--- src/rtl/bpar_pkg.sv ---
package bpar_pkg;

   // A-to-B operating mode, encoded as seen on ab_check_i
   typedef enum logic {
      AB_MODE_GEN   = 1'b0,
      AB_MODE_CHECK = 1'b1
   } ab_mode_e;

   // parity sense, encoded as seen on odd_sel_i
   typedef enum logic {
      SENSE_EVEN = 1'b0,
      SENSE_ODD  = 1'b1
   } par_sense_e;

   localparam int unsigned DEF_DATA_W = 16;
   localparam int unsigned DEF_LANE_W = 8;

endpackage

--- src/rtl/bpar_lane.sv ---
module bpar_lane #(
   parameter int unsigned LANE_W = 8
) (
   input  logic [LANE_W-1:0] data_i,
   input  logic              rx_par_i,
   input  logic              odd_sel_i,
   output logic              ones_odd_o,
   output logic              err_o
);

   generate
      if (LANE_W < 1) begin : g_bad_width
         $error("bpar_lane: LANE_W must be at least 1");
      end
   endgenerate

   always_comb begin
      ones_odd_o = ^data_i;
      // total ones over data plus parity: odd is bad for even sense, even is bad for odd sense
      err_o      = ones_odd_o ^ rx_par_i ^ odd_sel_i;
   end

endmodule

--- src/rtl/bpar_dir.sv ---
module bpar_dir
   import bpar_pkg::*;
#(
   parameter int unsigned DATA_W  = DEF_DATA_W,
   parameter int unsigned LANE_W  = DEF_LANE_W,
   parameter bit          CAN_GEN = 1'b1
) (
   input  logic [DATA_W-1:0]        data_i,
   input  logic [DATA_W/LANE_W-1:0] par_i,
   input  logic                     odd_sel_i,
   input  logic                     gen_mode_i,
   input  logic                     oe_n_i,
   output logic [DATA_W/LANE_W-1:0] par_o,
   output logic                     err_pull_o
);

   localparam int unsigned LANES = DATA_W / LANE_W;

   generate
      if ((DATA_W % LANE_W) != 0 || LANES < 1) begin : g_bad_split
         $error("bpar_dir: DATA_W must be a nonzero multiple of LANE_W");
      end
   endgenerate

   logic [LANES-1:0] lane_odd;
   logic [LANES-1:0] lane_err;
   logic             chk_active;
   logic             any_err;

   for (genvar l = 0; l < LANES; l++) begin : g_lane
      bpar_lane #(.LANE_W(LANE_W)) u_lane (
         .data_i    (data_i[l*LANE_W +: LANE_W]),
         .rx_par_i  (par_i[l]),
         .odd_sel_i (odd_sel_i),
         .ones_odd_o(lane_odd[l]),
         .err_o     (lane_err[l])
      );
   end

   generate
      if (CAN_GEN) begin : g_gen_capable
         logic [LANES-1:0] gen_par;
         always_comb begin
            gen_par    = lane_odd ^ {LANES{odd_sel_i}};
            chk_active = (gen_mode_i == AB_MODE_CHECK);
            par_o      = chk_active ? par_i : gen_par;
         end
         for (genvar l = 0; l < LANES; l++) begin : g_gen_chk
            // generated bit must make data plus parity meet the chosen sense
            always_comb begin
               if (!chk_active)
                  p_gen_balances_r2: assert ((^{data_i[l*LANE_W +: LANE_W], par_o[l]}) == odd_sel_i)
                     else $error("generated parity breaks the selected sense");
            end
         end
      end else begin : g_check_only
         // mode input is tied low by the parent; the direction stays in check mode
         always_comb begin
            chk_active = ~gen_mode_i;
            par_o      = par_i;
         end
         always_comb begin
            p_never_gen_r9: assert (gen_mode_i == 1'b0)
               else $error("check-only side asked to generate");
         end
      end
   endgenerate

   always_comb begin
      any_err    = chk_active & (|lane_err);
      err_pull_o = any_err & ~oe_n_i;
   end

   // a pull requires the direction enabled
   always_comb begin
      if (err_pull_o)
         p_pull_needs_oe_r6: assert (oe_n_i == 1'b0)
            else $error("flag pulled while output disabled");
   end

   // a pull requires a byte whose count breaks the sense
   always_comb begin
      if (err_pull_o)
         p_pull_has_cause_r5: assert (|(lane_odd ^ par_i ^ {LANES{odd_sel_i}}))
            else $error("flag pulled with clean bytes");
   end

   // in check mode the received bits leave unchanged
   always_comb begin
      if (chk_active)
         p_pass_through_r8: assert (par_o == par_i)
            else $error("received parity altered in check mode");
   end

endmodule

--- src/rtl/bpar_unit.sv ---
module bpar_unit
   import bpar_pkg::*;
#(
   parameter int unsigned DATA_W = DEF_DATA_W,
   parameter int unsigned LANE_W = DEF_LANE_W
) (
   input  logic [DATA_W-1:0]        ab_data_i,
   input  logic [DATA_W/LANE_W-1:0] ab_par_i,
   input  logic [DATA_W-1:0]        ba_data_i,
   input  logic [DATA_W/LANE_W-1:0] ba_par_i,
   input  logic                     odd_sel_i,
   input  logic                     ab_check_i,
   input  logic                     ab_oe_n_i,
   input  logic                     ba_oe_n_i,
   output logic [DATA_W/LANE_W-1:0] ab_par_o,
   output logic [DATA_W/LANE_W-1:0] ba_par_o,
   output logic                     ab_err_pull_o,
   output logic                     ba_err_pull_o
);

   generate
      if (LANE_W == 0 || (DATA_W % LANE_W) != 0) begin : g_bad_cfg
         $error("bpar_unit: DATA_W must split evenly into LANE_W lanes");
      end
   endgenerate

   // A-to-B: mode chosen by ab_check_i
   bpar_dir #(
      .DATA_W (DATA_W),
      .LANE_W (LANE_W),
      .CAN_GEN(1'b1)
   ) u_ab (
      .data_i    (ab_data_i),
      .par_i     (ab_par_i),
      .odd_sel_i (odd_sel_i),
      .gen_mode_i(ab_check_i),
      .oe_n_i    (ab_oe_n_i),
      .par_o     (ab_par_o),
      .err_pull_o(ab_err_pull_o)
   );

   // B-to-A: check only, shares the parity sense
   bpar_dir #(
      .DATA_W (DATA_W),
      .LANE_W (LANE_W),
      .CAN_GEN(1'b0)
   ) u_ba (
      .data_i    (ba_data_i),
      .par_i     (ba_par_i),
      .odd_sel_i (odd_sel_i),
      .gen_mode_i(1'b0),
      .oe_n_i    (ba_oe_n_i),
      .par_o     (ba_par_o),
      .err_pull_o(ba_err_pull_o)
   );

   // generate mode keeps the A-to-B flag released
   always_comb begin
      if (ab_check_i == AB_MODE_GEN)
         p_gen_flag_idle_r7: assert (ab_err_pull_o == 1'b0)
            else $error("A-to-B flag pulled in generate mode");
   end

   // B-to-A parity always forwarded
   always_comb begin
      p_ba_forward_r9: assert (ba_par_o == ba_par_i)
         else $error("B-to-A parity altered");
   end

endmodule

--- config.mk ---
export PLATFORM = sky130hd
export DESIGN_NAME = bpar_unit
export DESIGN_NICKNAME = d
export VERILOG_FILES = /design/src/rtl/bpar_pkg.sv /design/src/rtl/bpar_lane.sv /design/src/rtl/bpar_dir.sv /design/src/rtl/bpar_unit.sv
export SDC_FILE = /design/constraint.sdc
export NUM_CORES = 1
export LEC_CHECK = 0
export BUFFER_PORTS_ARGS = -buffer_cell sky130_fd_sc_hd__buf_2
export CORE_MARGIN = 2
export CORE_UTILIZATION = 33
export DETAILED_ROUTE_END_ITERATION = 7
export PLACE_DENSITY = 0.8
export SLEW_MARGIN = 40
export SYNTH_ARGS = -nofsm -noshare
export SYNTH_HDL_FRONTEND = slang
export SYNTH_SLANG_ARGS = --single-unit
--- constraint.sdc ---
create_clock -name vclk -period 1.5
set_input_delay 0.3 -clock vclk [all_inputs]
set_output_delay 0.3 -clock vclk [all_outputs]
set_load 0.05 [all_outputs]
After elaboration in Yosys (flattened, before gate mapping) --
Index checks and enable logic that the tools add are counted.
Word-level totals: register bits 0, word-level logic and storage cells 21, bits of input ports 40
Operators by class: bitwise gates (word level) 14, reductions and logical operators 6, mux-type cells 1
Operators by type and width (count):
- $reduce_xor 8->1 | 4
- $xor 1x1->1 | 8
- $reduce_or 2->1 | 2
- $and 1x1->1 | 3
- $mux 2 | 1
- $not 1->1 | 2
- $xor 2x2->2 | 1

Longest topological paths before layout --
depth after elaboration 6, mapped depth 5

Hierarchy --
From an unflattened synthesis, not the netlist that was laid out.
Unflattened totals: cell total of the unflattened synthesis 49, area total of the unflattened synthesis 479.2 um2
Modules (own cells, without submodules):
- bpar_lane | times used 4, area an instance 100.1 um2, cells an instance 9
- bpar_dir (u_ab) | times used 1, area an instance 46.3 um2, cells an instance 8
- bpar_dir (u_ba) | times used 1, area an instance 28.8 um2, cells an instance 4
- bpar_unit | times used 1, area an instance 3.8 um2, cells an instance 1

Worst setup path after synthesis --
Ideal clock, no wire load.
path type input to output, from input ba_data_i[5], to output ba_err_pull_o, slack -1.050 ns, required time 1.200 ns, arrival 2.250 ns, stages 5, buffers on the path 0, cell sequence xor2_1 xnor3_1 xnor2_1 nor3_1 nor3b_1
On the way: cells in the longest elaborated chain, start to end 5
Ends and longest elaborated chain:
- from (decl) | RTL line bpar_unit.sv:9 | input logic [DATA_W-1:0] ba_data_i,
- $reduce_xor 8->1 | RTL line bpar_lane.sv:18 | ones_odd_o = ^data_i;
- $xor 1x1->1 (2 in a row) | RTL line bpar_lane.sv:20 | err_o = ones_odd_o ^ rx_par_i ^ odd_sel_i;
- $reduce_or 2->1 | RTL line bpar_dir.sv:70 | any_err = chk_active & (|lane_err);
- $and 1x1->1 | RTL line bpar_dir.sv:71 | err_pull_o = any_err & ~oe_n_i;
- to (decl) | RTL line bpar_unit.sv:18 | output logic ba_err_pull_o
Every way passes these cells.

Worst setup path in the final report --
from input ab_data_i[13], to output ab_err_pull_o
On the way: cells in the longest elaborated chain, start to end 6
Ends and longest elaborated chain:
- from (decl) | RTL line bpar_unit.sv:7 | input logic [DATA_W-1:0] ab_data_i,
- $reduce_xor 8->1 | RTL line bpar_lane.sv:18
- $xor 1x1->1 (2 in a row) | RTL line bpar_lane.sv:20
- $reduce_or 2->1 | RTL line bpar_dir.sv:70
- $and 1x1->1 | RTL line bpar_dir.sv:70
- $and 1x1->1 | RTL line bpar_dir.sv:71
- to (decl) | RTL line bpar_unit.sv:17 | output logic ab_err_pull_o,
Every way passes these cells.

==> metrics.txt <==
status=complete, but fails checks; failing checks=setup timing; Mapped Cells=42; Critical-path top delay cell=xnor3_1; die width=40.01 um; Total Routing Usage GR=14.62%; fin crit period=1.928 ns; CP Cell Sequence=buf_6 > xnor2_2 > xnor3_1 > xnor2_2 > xnor2_2 > a21oi_4 > buf_6; total grt overflow=0; number of hold buffers added after CTS=0; CP Class=in2out; Final setup viols=4; PortBufs=46; core box area=1156 sq um; vias per cell=4.337; clk_buf instances=0; post-CTS setup buffers=0; crit start category=input port; min-delay src=ba_oe_n_i; leakage power=0.4877 nW; Hold Path Class=in2out; Slew headroom=79.58%; CP Max Fanout=2; num ports=46; WHS Path Cells=3; fmax=518.8 MHz; setup TNS=-1.466 ns; Critical Path AT=1.63 ns; Worst Slack Setup Final=-0.4276 ns; Final ANT Viol Nets=0; Cell Area, Synth=427.9 sq um; crit end category=output pin; DR DRC count=0; Hold Path End=ba_err_pull_o; Power Dens Cells=751.4 nW/um^2; pre-CTS setup slack=-0.5809 ns; num sequential=0; Slew @ Worst Pin=0.3041 ns; die height=40.01 um; RSZ-0062 raised after global routing=true; TritonRoute pass-1 iters=1; Seq/Total Area, Yosys=0%; DIE AREA=1601 sq um; Final period util=128.5%; sequential cell area=0 sq um; Util after Layout=81.17%; DR WL/cell=10.70 um; CP required=1.20 ns; first-pass GRT wire length=1635 um; Max Cap Violations=0; Syn Nets=82; Max VDD drop=0.5085 mV; Slew Limit Fails=0; crit-path max cell delay=0.44 ns; DR iter-0 viols=0; Fin. Hold Viols=0; diodes inserted=0; CP top delay family=XOR/XNOR gates; Initial Util=37.01%; Rows=12; nets@finish=132; initial antenna violation count=0; Routed Wire Length=1113 um; post-synth cell types=15; largest net degree at the start of global routing=5; global placement routability congestion=0.6451; Area Overhead vs Synth=119.3%; Avg Cell Area, Syn=10.19 sq um; fraction of layout cells with a size suffix above 1=80.00%; Bufs and invs on worst path=2; Synth Warn #=0; HPWL after DPL=916.4 um; most frequent CP cell=xnor2_2; vias=451; vias in the first global route=421
[how the worst max path moves through the flow]
stage / startpoint / to / cells past startpoint / slack [ns]
2_1_floorplan: ba_data_i[4] / ba_err_pull_o / 5 / -0.40
3_3_place_gp: ab_data_i[12] / ab_err_pull_o / 7 / -0.52
3_5_place_dp: ab_data_i[12] / ab_err_pull_o / 7 / -0.58
4_1_cts: ba_data_i[4] / ba_err_pull_o / 7 / -0.43
5_1_grt: ab_data_i[13] / ab_err_pull_o / 7 / -0.51
6_report: ab_data_i[13] / ab_err_pull_o / 7 / -0.43
[cells in the mapped netlist]
cell type   n  area [sq um]
nand2_1     1         3.750
xnor2_1    19         166.4
nand2b_1    1         6.260
inv_1       1         3.750
xnor2_2     2         32.53
xnor3_1     4         90.09
a21oi_1     1         5.000
nor3b_1     1         7.510
xnor2_4     1         27.53
buf_4       2         15.01
nand3_1     1         5.000
xor2_1      5         43.79
o21ai_0     1         5.000
mux2_1      1         11.26
nor3_1      1         5.000
[placed cells by master, fill, tap and decap left out, drive strengths merged]
master / count
inv: 1
a21oi: 1
nor3: 1
xnor3: 4
buf: 50
o21ai: 1
xor2: 5
nand2: 1
nand3: 1
xnor2: 22
nor3b: 1
nand2b: 1
mux2: 1
[timing repair]
action | in CTS | in global routing
pin swaps | 12 | 2
setup endpoints to repair | 4 | 4
resized for setup | 23 | 2
[report_power, final]
| group | switching (W) | leakage, nW | internal, W |
|---|---|---|---|
| combinational | 0.000325 | 0.488 | 0.000380 |
| sequential | 0 | 0 | 0 |
| clock | 0 | 0 | 0 |
| total | 0.000325 | 0.488 | 0.000380 |
[per-layer routing]
metal  global-route usage [%]  up-vias  part of all wire (%)
li1                         -      230                     -
met1                    15.65      202                    33
met2                    32.26       19                    60
met3                        0        0                   7.6
met4                        0        0                     0
met5                        0        -                     0
[through the flow]
step | hold slack (ns) | total power (W) | cells | area, sq um
after floorplan | 0.6642 | 0.0004621 | 42 | 560.5
after global placement | 0.9085 | 0.0005861 | 104 | 823.3
after detailed placement | 0.9108 | 0.0006015 | 104 | 823.3
after CTS | 0.8848 | 0.0006982 | 104 | 923.4
after global routing | 0.8940 | 0.0007444 | 104 | 938.4
final | 0.8822 | 0.0007051 | 104 | 938.4
[cell families (layout without fill, tap and decap cells)]
family	after synthesis	in the layout	synth area share, %
buf+inv	3	51	4.384
xor+xnor	31	31	84.21
compound gates	2	2	2.337
mux	1	1	2.631
simple gates	5	5	6.431
[area by class of cell]
class | instances | area, sq um
fillers | 72 | 217.7
well taps | 14 | 17.52
multi-input cells | 39 | 590.6
repair buffers | 50 | 326.6
inverters | 1 | 3.754
Note: power is estimated with default switching activity, not from simulation.
